### config.mk
export PLATFORM = sky130hd
export DESIGN_NAME = simd_mask_unit
export DESIGN_NICKNAME = d
export VERILOG_FILES = /design/src/rtl/simd_mask_pkg.sv /design/src/rtl/simd_msb_gather.sv /design/src/rtl/simd_bit_spread.sv /design/src/rtl/simd_msb_tally.sv /design/src/rtl/simd_out_stage.sv /design/src/rtl/simd_mask_unit.sv
export SDC_FILE = /design/constraint.sdc
export NUM_CORES = 1
export LEC_CHECK = 0
export BUFFER_PORTS_ARGS = -buffer_cell sky130_fd_sc_hd__buf_2
export CORE_ASPECT_RATIO = 0.9
export CORE_MARGIN = 3
export CORE_UTILIZATION = 50
export DETAILED_ROUTE_END_ITERATION = 12
export GPL_TIMING_DRIVEN = 0
export HOLD_SLACK_MARGIN = 0.12
export PLACE_DENSITY = 0.84
export SETUP_SLACK_MARGIN = 0.3
export SYNTH_ARGS = -nofsm -noshare
export SYNTH_HDL_FRONTEND = slang
export SYNTH_HIERARCHICAL = 1
export SYNTH_SLANG_ARGS = --single-unit
export TNS_END_PERCENT = 10
### constraint.sdc
create_clock -name clk -period 1.1 [get_ports clk]
set_input_delay 0.22 -clock clk [delete_from_list [all_inputs] [get_ports clk]]
set_output_delay 0.22 -clock clk [all_outputs]
set_load 0.005 [all_outputs]
### src/rtl/simd_mask_pkg.sv
package simd_mask_pkg;

  localparam int DEF_VEC_W  = 128;
  localparam int DEF_SCL_W  = 64;
  localparam int DEF_MIN_EW = 8;
  localparam int DEF_ESZ_W  = 3;
  localparam int TOP_W      = 8;   // width of the left-justified length field

  typedef enum logic [1:0] {
    OP_GATHER = 2'd0,
    OP_SPREAD = 2'd1,
    OP_BUILD  = 2'd2,
    OP_TALLY  = 2'd3
  } mask_op_e;

  typedef enum logic [2:0] {
    SZ_BYTE = 3'd0,
    SZ_HALF = 3'd1,
    SZ_WORD = 3'd2,
    SZ_DBL  = 3'd3,
    SZ_QUAD = 3'd4
  } elem_size_e;

endpackage

### src/rtl/simd_msb_gather.sv
// Collects the top bit of each element for every supported element size and
// selects the set for the requested size. Bit j of the result is the top bit
// of the element at position j counted from the right end of the vector.
module simd_msb_gather #(
  parameter int VEC_W  = simd_mask_pkg::DEF_VEC_W,
  parameter int MIN_EW = simd_mask_pkg::DEF_MIN_EW,
  parameter int ESZ_W  = simd_mask_pkg::DEF_ESZ_W,
  localparam int MAXNE = VEC_W / MIN_EW,
  localparam int NSZ   = $clog2(MAXNE) + 1
) (
  input  logic [VEC_W-1:0] vec_i,
  input  logic [ESZ_W-1:0] esize_i,
  output logic [MAXNE-1:0] msbs_o
);

  logic [MAXNE-1:0] by_size [NSZ];

  for (genvar s = 0; s < NSZ; s++) begin : g_size
    localparam int EW = MIN_EW << s;
    localparam int NE = VEC_W / EW;
    logic [MAXNE-1:0] lanes;
    for (genvar j = 0; j < NE; j++) begin : g_lane
      assign lanes[j] = vec_i[j*EW + EW - 1];
    end
    if (NE < MAXNE) begin : g_pad
      assign lanes[MAXNE-1:NE] = '0;
    end
    assign by_size[s] = lanes;
  end

  always_comb begin
    msbs_o = '0;
    for (int s = 0; s < NSZ; s++) begin
      if (esize_i == ESZ_W'(s)) msbs_o = by_size[s];
    end
  end

endmodule

### src/rtl/simd_bit_spread.sv
// Widens mask bit j across the element at position j from the right end of
// the vector. Serves both the spread and the build operation.
module simd_bit_spread #(
  parameter int VEC_W  = simd_mask_pkg::DEF_VEC_W,
  parameter int MIN_EW = simd_mask_pkg::DEF_MIN_EW,
  parameter int ESZ_W  = simd_mask_pkg::DEF_ESZ_W,
  localparam int MAXNE = VEC_W / MIN_EW,
  localparam int NSZ   = $clog2(MAXNE) + 1
) (
  input  logic [MAXNE-1:0] mask_i,
  input  logic [ESZ_W-1:0] esize_i,
  output logic [VEC_W-1:0] vec_o
);

  logic [VEC_W-1:0] by_size [NSZ];

  for (genvar s = 0; s < NSZ; s++) begin : g_size
    localparam int EW = MIN_EW << s;
    localparam int NE = VEC_W / EW;
    logic [VEC_W-1:0] wide;
    for (genvar j = 0; j < NE; j++) begin : g_lane
      assign wide[j*EW +: EW] = {EW{mask_i[j]}};
    end
    assign by_size[s] = wide;
  end

  always_comb begin
    vec_o = '0;
    for (int s = 0; s < NSZ; s++) begin
      if (esize_i == ESZ_W'(s)) vec_o = by_size[s];
    end
  end

endmodule

### src/rtl/simd_msb_tally.sv
// Counts lanes whose top bit equals the selector and places the byte length
// of the matching elements in the top byte of the scalar result.
module simd_msb_tally #(
  parameter int VEC_W  = simd_mask_pkg::DEF_VEC_W,
  parameter int SCL_W  = simd_mask_pkg::DEF_SCL_W,
  parameter int MIN_EW = simd_mask_pkg::DEF_MIN_EW,
  parameter int ESZ_W  = simd_mask_pkg::DEF_ESZ_W,
  localparam int MAXNE = VEC_W / MIN_EW,
  localparam int NSZ   = $clog2(MAXNE) + 1,
  localparam int CNT_W = $clog2(MAXNE + 1),
  localparam int TOP_W = simd_mask_pkg::TOP_W
) (
  input  logic [MAXNE-1:0] msbs_i,
  input  logic [ESZ_W-1:0] esize_i,
  input  logic             sel_i,
  output logic [SCL_W-1:0] scl_o
);

  logic [MAXNE-1:0] lane_en_by_size [NSZ];
  logic [MAXNE-1:0] lane_en;
  logic [MAXNE-1:0] hits;
  logic [CNT_W-1:0] count;
  logic [TOP_W-1:0] length;

  for (genvar s = 0; s < NSZ; s++) begin : g_size
    localparam int NE = MAXNE >> s;
    if (NE == MAXNE) begin : g_full
      assign lane_en_by_size[s] = '1;
    end else begin : g_part
      assign lane_en_by_size[s] = MAXNE'((1 << NE) - 1);
    end
  end

  always_comb begin
    lane_en = '0;
    for (int s = 0; s < NSZ; s++) begin
      if (esize_i == ESZ_W'(s)) lane_en = lane_en_by_size[s];
    end
    hits  = (sel_i ? msbs_i : ~msbs_i) & lane_en;
    count = '0;
    for (int j = 0; j < MAXNE; j++) begin
      count = count + CNT_W'(hits[j]);
    end
    length = TOP_W'(count) << esize_i;
    scl_o  = {length, {(SCL_W-TOP_W){1'b0}}};
  end

endmodule

### src/rtl/simd_out_stage.sv
// Single register slice with valid/ready on both sides.
module simd_out_stage #(
  parameter int W = 8
) (
  input  logic         clk,
  input  logic         rst_n,
  input  logic         in_valid_i,
  output logic         in_ready_o,
  input  logic [W-1:0] in_data_i,
  output logic         out_valid_o,
  input  logic         out_ready_i,
  output logic [W-1:0] out_data_o
);

  assign in_ready_o = !out_valid_o || out_ready_i;

  always_ff @(posedge clk or negedge rst_n) begin
    if (!rst_n) begin
      out_valid_o <= 1'b0;
      out_data_o  <= '0;
    end else begin
      if (in_ready_o) out_valid_o <= in_valid_i;
      if (in_valid_i && in_ready_o) out_data_o <= in_data_i;
    end
  end

endmodule

### src/rtl/simd_mask_unit.sv
module simd_mask_unit #(
  parameter int VEC_W  = simd_mask_pkg::DEF_VEC_W,
  parameter int SCL_W  = simd_mask_pkg::DEF_SCL_W,
  parameter int MIN_EW = simd_mask_pkg::DEF_MIN_EW,
  parameter int ESZ_W  = simd_mask_pkg::DEF_ESZ_W
) (
  input  logic             clk,
  input  logic             rst_n,
  input  logic             in_valid,
  output logic             in_ready,
  input  logic [1:0]       in_op,
  input  logic [ESZ_W-1:0] in_esize,
  input  logic [VEC_W-1:0] in_vec,
  input  logic [SCL_W-1:0] in_scalar,
  input  logic             in_sel,
  output logic             out_valid,
  input  logic             out_ready,
  output logic [VEC_W-1:0] out_vec,
  output logic [SCL_W-1:0] out_scalar,
  output logic             out_illegal
);
  import simd_mask_pkg::*;

  localparam int MAXNE  = VEC_W / MIN_EW;
  localparam int NSZ    = $clog2(MAXNE) + 1;
  localparam logic [ESZ_W-1:0] WIDEST = ESZ_W'(NSZ - 1);
  localparam int RES_W  = VEC_W + SCL_W + 1;

  mask_op_e         op;
  logic [MAXNE-1:0] msbs;
  logic [VEC_W-1:0] spread_vec;
  logic [VEC_W-1:0] build_vec;
  logic [SCL_W-1:0] tally_scl;
  logic             illegal;
  logic [VEC_W-1:0] res_vec;
  logic [SCL_W-1:0] res_scl;
  logic [RES_W-1:0] res_packed;
  logic [RES_W-1:0] held_packed;

  assign op = mask_op_e'(in_op);

  simd_msb_gather #(.VEC_W(VEC_W), .MIN_EW(MIN_EW), .ESZ_W(ESZ_W)) i_gather (
    .vec_i   (in_vec),
    .esize_i (in_esize),
    .msbs_o  (msbs)
  );

  simd_bit_spread #(.VEC_W(VEC_W), .MIN_EW(MIN_EW), .ESZ_W(ESZ_W)) i_spread (
    .mask_i  (msbs),
    .esize_i (in_esize),
    .vec_o   (spread_vec)
  );

  simd_bit_spread #(.VEC_W(VEC_W), .MIN_EW(MIN_EW), .ESZ_W(ESZ_W)) i_build (
    .mask_i  (in_scalar[MAXNE-1:0]),
    .esize_i (in_esize),
    .vec_o   (build_vec)
  );

  simd_msb_tally #(.VEC_W(VEC_W), .SCL_W(SCL_W), .MIN_EW(MIN_EW), .ESZ_W(ESZ_W)) i_tally (
    .msbs_i  (msbs),
    .esize_i (in_esize),
    .sel_i   (in_sel),
    .scl_o   (tally_scl)
  );

  // Illegal: size code beyond the widest element, or tally on the widest one.
  assign illegal = (in_esize > WIDEST) || (op == OP_TALLY && in_esize == WIDEST);

  always_comb begin
    res_vec = '0;
    res_scl = '0;
    if (!illegal) begin
      unique case (op)
        OP_GATHER: res_scl = SCL_W'(msbs);
        OP_SPREAD: res_vec = spread_vec;
        OP_BUILD:  res_vec = build_vec;
        OP_TALLY:  res_scl = tally_scl;
        default:   res_vec = '0;
      endcase
    end
  end

  assign res_packed = {res_vec, res_scl, illegal};

  simd_out_stage #(.W(RES_W)) i_stage (
    .clk         (clk),
    .rst_n       (rst_n),
    .in_valid_i  (in_valid),
    .in_ready_o  (in_ready),
    .in_data_i   (res_packed),
    .out_valid_o (out_valid),
    .out_ready_i (out_ready),
    .out_data_o  (held_packed)
  );

  assign {out_vec, out_scalar, out_illegal} = held_packed;

endmodule

* Word-level counts from Yosys, hierarchy flattened
Index checks and enable logic that the tools add are counted.
** Storage, ports and cells
- Output and inout port bits :: 195
- Flip-flop bits (word level) :: 194
** Cells by class
- Muxes and demuxes :: 25
- $lt $le $gt $ge :: 1
- Bitwise operators :: 2
- Equality and inequality tests :: 7
- Reduce and logical (&&, ||, !) cells :: 7
- Shift-type cells :: 1
- $add $sub $neg :: 15
** Operators by type and width (number)
- $mux W128 :: 11
- $pmux W128 S2 :: 1
- $mux W16 :: 11
- $pmux W64 S2 :: 1
- $add A5 B1 Y5 :: 14
- $mux W64 :: 1
- $and A16 B16 Y16 :: 1
- $not A16 Y16 :: 1
- $shl A5 B3 Y8 :: 1
- $eq A3 B2 Y1 const B :: 2
- $eq A2 B2 Y1 const B :: 2
- $eq A3 B1 Y1 const B :: 1
- $eq A3 B3 Y1 const B :: 1
- $gt A3 B3 Y1 const B :: 1
- $logic_not A3 Y1 :: 1
- $add A1 B1 Y2 :: 1
- $eq A2 B1 Y1 const B :: 1
- $logic_and A1 B1 Y1 :: 2
- $logic_not A2 Y1 :: 1
- $logic_or A1 B1 Y1 :: 2
- $logic_not A1 Y1 :: 1

* Depth between registers and ports, before layout
- Depth after elaboration :: 27
- Depth in mapped cells :: 20
- Gate-level depth less buffers :: 19

* Modules after synthesis
The synthesis kept the hierarchy.
** By module, submodules not included
- simd_out_stage :: area each 7916.3 sq um, cells an instance 411, times used 1, seq. area each 4854.7 sq um
- simd_mask_unit :: area each 2788.9 sq um, cells an instance 419, times used 1, seq. area each 0.0 sq um
- simd_bit_spread :: area each 1221.2 sq um, cells an instance 161, times used 2, seq. area each 0.0 sq um
- simd_msb_tally :: area each 1285.0 sq um, cells an instance 168, times used 1, seq. area each 0.0 sq um
- simd_msb_gather :: area each 284.0 sq um, cells an instance 38, times used 1, seq. area each 0.0 sq um

* Worst setup path after synthesis
OpenSTA, ideal clock, no wires.
- Path type :: input -> register
- Start :: input in_esize[0]
- End :: register i_stage.out_data_o[61]
- Arrival time :: 4.873 ns
- Stages on the path :: 19
- Setup slack :: -3.898 ns
- Setup time :: 0.125 ns
- Path buffers :: 1
- Cells stage by stage :: buf_6 a211oi_1 o32ai_1 xnor2_1 nand2_1 fa_1 fa_1 fa_1 fa_1 inv_1 ha_1 inv_1 fa_1 xnor2_1 o21ai_0 o32ai_1 a21o_2 and3_1 mux2_4
** On the way
- Longest elaborated chain between the ends :: 27
- Elaborated cells on any way between the ends :: 39
- Those cells by class :: add/sub (15); order compare (1); eq/ne (4); shift (1); mux (13); bitwise (2); reduce/logical (3)
** RTL lines
- from (decl) :: line simd_mask_unit.sv:12 : input logic [ESZ_W-1:0] in_esize,
- $logic_not A3 Y1 :: line simd_msb_gather.sv:34 : if (esize_i == ESZ_W'(s)) msbs_o = by_size[s];
- $mux W16 (4 in series) :: line simd_msb_gather.sv:34
- $mux W16 * :: line simd_msb_gather.sv:34
- named net msbs[0] :: line simd_mask_unit.sv:30 : logic [MAXNE-1:0] msbs;
- $not A16 Y16 :: line simd_msb_tally.sv:39 : hits = (sel_i ? msbs_i : ~msbs_i) & lane_en;
- $mux W16 * :: line simd_msb_tally.sv:39
- $and A16 B16 Y16 * :: line simd_msb_tally.sv:39
- $add A1 B1 Y2 * :: line simd_msb_tally.sv:42 : count = count + CNT_W'(hits[j]);
- $add A5 B1 Y5 * (14 in series) :: line simd_msb_tally.sv:42
- $shl A5 B3 Y8 * :: line simd_msb_tally.sv:44 : length = TOP_W'(count) << esize_i;
- named net tally_scl[60] :: line simd_mask_unit.sv:33 : logic [SCL_W-1:0] tally_scl;
- $pmux W64 S2 * :: line simd_mask_unit.sv:74 : unique case (op)
- $mux W64 * :: line simd_mask_unit.sv:73 : if (!illegal) begin
- named net res_scl[60] :: line simd_mask_unit.sv:36 : logic [SCL_W-1:0] res_scl;
- to (signal assigned) :: line simd_out_stage.sv:23 : if (in_valid_i && in_ready_o) out_data_o <= in_data_i;
- to (decl) :: line simd_out_stage.sv:12 : output logic [W-1:0] out_data_o
Mark *: on every way through the listed nets, which the timed path passes. The rest lies on a longest branch.
A chain may end at the register's enable or synchronous reset.

* Worst setup path in the final report
- Start :: input in_esize[0]
- End :: register i_stage.out_data_o[62]
** On the way
- Elaborated cells on any way between the ends :: 39
- Those cells by class :: add/sub (15); order compare (1); eq/ne (4); shift (1); mux (13); bitwise (2); reduce/logical (3)
** RTL lines (line)
- $logic_not A3 Y1 :: simd_msb_gather.sv:34
- $mux W16 (4 in series) :: simd_msb_gather.sv:34
- $mux W16 * :: simd_msb_gather.sv:34
- named net msbs[15] :: simd_mask_unit.sv:30
- $not A16 Y16 :: simd_msb_tally.sv:39
- $mux W16 * :: simd_msb_tally.sv:39
- $and A16 B16 Y16 * :: simd_msb_tally.sv:39
- $add A5 B1 Y5 * :: simd_msb_tally.sv:42
- $shl A5 B3 Y8 * :: simd_msb_tally.sv:44
- named net tally_scl[61] :: simd_mask_unit.sv:33
- $pmux W64 S2 * :: simd_mask_unit.sv:74
- $mux W64 * :: simd_mask_unit.sv:73
- named net res_scl[61] :: simd_mask_unit.sv:36
Marked as above.

==> metrics.txt <==
Post-Layout Cell Count about 2100; setup TNS -221.52 ns; Num CTS Buffers 17; Core Area between 20000 and 30000 um2; die extent in x ~190 um; Vias/cell about 5.3; post-placement cell count between 2000 and 2500; Ports just under 400; fin crit period ~4.8 ns; top area cells in the synthesized netlist dfrtp_1 (33%), mux2_4 (18%), buf_4 (15%); CP Class primary input to register; GRT Resource Usage Total 0.242; storage element area 4850 um2; Synth Area in Compound Gates 0.102; HPWL after DPL 27.1 mm; DR iter-0 viols 564; YS warnings 6; Post-Route Skew 0.0113 ns; crit path from in_esize[0]; clock slew at reported path FFs roughly 0.07 ns; Worst Tran Pin Value between 0.7 and 0.8 ns; CTS Sinks between 150 and 200; Max Slew Vio Count 0; Clk Latency, worst-skew pair between 0.4 and 0.5 ns; Hold Buf Count CTS 1; row count 58; floorplan die height approximately 170 um; Clock Path Buffers 2; Mapped Cells about 1400; VDD IR-drop max slightly above 1 mV; synth cell count leaders buf_4 (289), dfrtp_1 (194), mux2_4 (174); largest family of logic cells by synthesized area multiplexers; WL final ~40 mm; routability cong. about 0.9; Async SR Flop Fraction 1.00; share of layout cells above drive strength 1 0.620; slowest cell on the critical path fa_1; RSZ-0062 raised after global routing yes; setup slack at placement -4.43 ns; area of the mapped netlist between 10000 and 15000 um2; worst hold margin -0.335 ns; final setup violation count around 390; Overflow after GRT 0; Setup WS post-layout -3.69 ns; Final ANT Viol Nets 0; Synth top area share 0.330; first-pass GRT wire length a little over 60 mm; Critical Path End Type register; Main synth FF type dfrtp_1; Vias 11200; largest net degree at the start of global routing ~110; drt pass-1 iters 5; XOR/XNOR share of the synthesized area 0.0101; reg2reg start i_stage/out_valid_o; CP max FO 8; leakage between 9 and 10 nW; simple-gate share of the synthesized area 0.125; total die area ~32000 um2; status complete, but fails checks; Fmax approximately 210 MHz; Max-Cap Viols 0; filler instances between 2000 and 2500; Power Dens Cells between 1000 and 1500 nW/um2; CP Launch Type primary input; worst path cell trace buf_16 > buf_16 > nor3_4 > and2_4 > xor2_2 > nor2_4 > fa_1 > fa_1 > inv_2 > fa_1 > fa_1 > inv_2 > ha_4 > inv_2 > fa_2 > and2b_2 > o211ai_1 > o22ai_1 > o21bai_1 > and3_1 > mux2_4; failing checks hold timing, setup timing; Layout area overhead 27.9%; register area share after synthesis 0.330; Hold Fails Final Rpt 84; Worst Path Required ~1.4 ns; min-delay worst type primary input to async pin; H-Tree Depth 4; multi-input logic area slightly above 8000 um2; Yosys top cell by area dfrtp_1; initial core utilization 0.517; Distinct cells, synth between 60 and 70; EDFF count, synth 0; mux share of post-synthesis cell area 0.217; Syn Area/Cell 10.8 um2; IO buf count between 200 and 250; CTS tree done; DRC Markers 0; Tcrit/Tclk final 4.35; Adder-Cell Fraction of Synth Area 0.0221; Slew Limit Headroom 0.485; CP most frequent cell fa_1; wire per inst 19.0 um; clk root buf clkbuf_16; slowest stage delay, CP approximately 0.51 ns; most numerous cell in the Yosys netlist buf_4; final net count roughly 1900; Worst EP arrival 5.12 ns; antenna violations before repair 0; Seq cells post-synth 194; vias in the first global route 11100; R2R Setup Slk -0.37 ns
metrics by stage:
stage / power [W] / utilization / instance area (um2)
2_1_floorplan: 0.0118 / - / 15100
3_3_place_gp: 0.0130 / 0.589 / 16800
3_5_place_dp: 0.0132 / 0.591 / 16800
4_1_cts: 0.0198 / 0.640 / 18200
5_1_grt: 0.0212 / 0.662 / 18800
6_report: 0.0202 / 0.662 / 18800
flip-flops by register name, indices dropped and copies added (netlist names):
name / flops
i_stage/out_valid_o: 1
i_stage/out_data_o: 193
cell usage in the layout, fill, tap and decap left out, drive strengths merged, types with 11 or more instances in the layout:
cell and count:
and2 11, nor2 13, mux2 202, inv 25, xnor2 12, and3 48, conb 56, nand2 24
buf 631, a22oi 144, clkbuf 71, dfrtp 194, o21ai 23, mux2i 26, nor3 151
path summary, 6_finish.rpt:
path	depth (start not counted)	end
worst max-delay path	21	i_stage/out_data_o[62]
worst min-delay path	1	i_stage/out_data_o[105]
worst max register to register	5	i_stage/out_data_o[136]
worst min register to register	1	i_stage/out_data_o[187]
max in group asynchronous	2	i_stage/out_data_o[8]
min in group clk	3	i_stage/out_valid_o
layout make-up:
type / instances / share of cell area
multi-input combinational: 810 / 0.430
clock buffer: 18 / 0.0228
buffer: 392 / 0.156
sequential: 194 / 0.258
antenna: 2 / 0.000266
clock inverter: 14 / 0.00764
tap: 390 / 0.0259
inverter: 17 / 0.00352
timing repair buffer: 293 / 0.0958
cell families (layout without fill, tap and decap cells):
family / after synthesis / count (layout)
buffers and inverters: 409 / 734
adders and majority gates: 20 / 20
xor gates and xnor gates: 17 / 17
other: 1 / 58
DFF: 194 / 194
AOI/OAI and AO/OA: 204 / 204
muxes: 228 / 228
and+or+nand+nor: 285 / 285
repair_timing:
item                       4_1_cts  5_1_grt
setup buffers                   33       22
hold endpoints to repair        85       85
gates resized for setup        128       98
pin swaps                       35       25
setup endpoints to repair      388      498
cloned                           1        0
metal layers:
layer / wire, um / up-vias / part of all wire / track usage
met2: 19600 / 380 / 0.49 / 0.406
met1: 17800 / 5540 / 0.44 / 0.331
met4: 925 / 0 / 0.023 / 0.0690
met3: 2090 / 72 / 0.052 / 0.0352
met5: 0 / - / 0 / 0
li1: - / 5249 / - / -
critical path, delay by kind of cell:
kind                       cells  cell delay, ns
xor gates and xnor gates       1            0.22
buffers and inverters          5            0.42
adders and majority gates      6            2.36
muxes                          1            0.27
AOI/OAI and AO/OA              3            0.70
and+or+nand+nor                5            0.95
power breakdown:
part / internal, W / switching [W] / total [W] / leakage [nW]
sequential: 0.00744 / 0.000202 / 0.00764 / 2.68
combinational: 0.00323 / 0.00318 / 0.00642 / 6.81
clock: 0.00302 / 0.00316 / 0.00618 / 0.281
total: 0.0137 / 0.00654 / 0.0202 / 9.77
(Power assumes the default switching activity.)
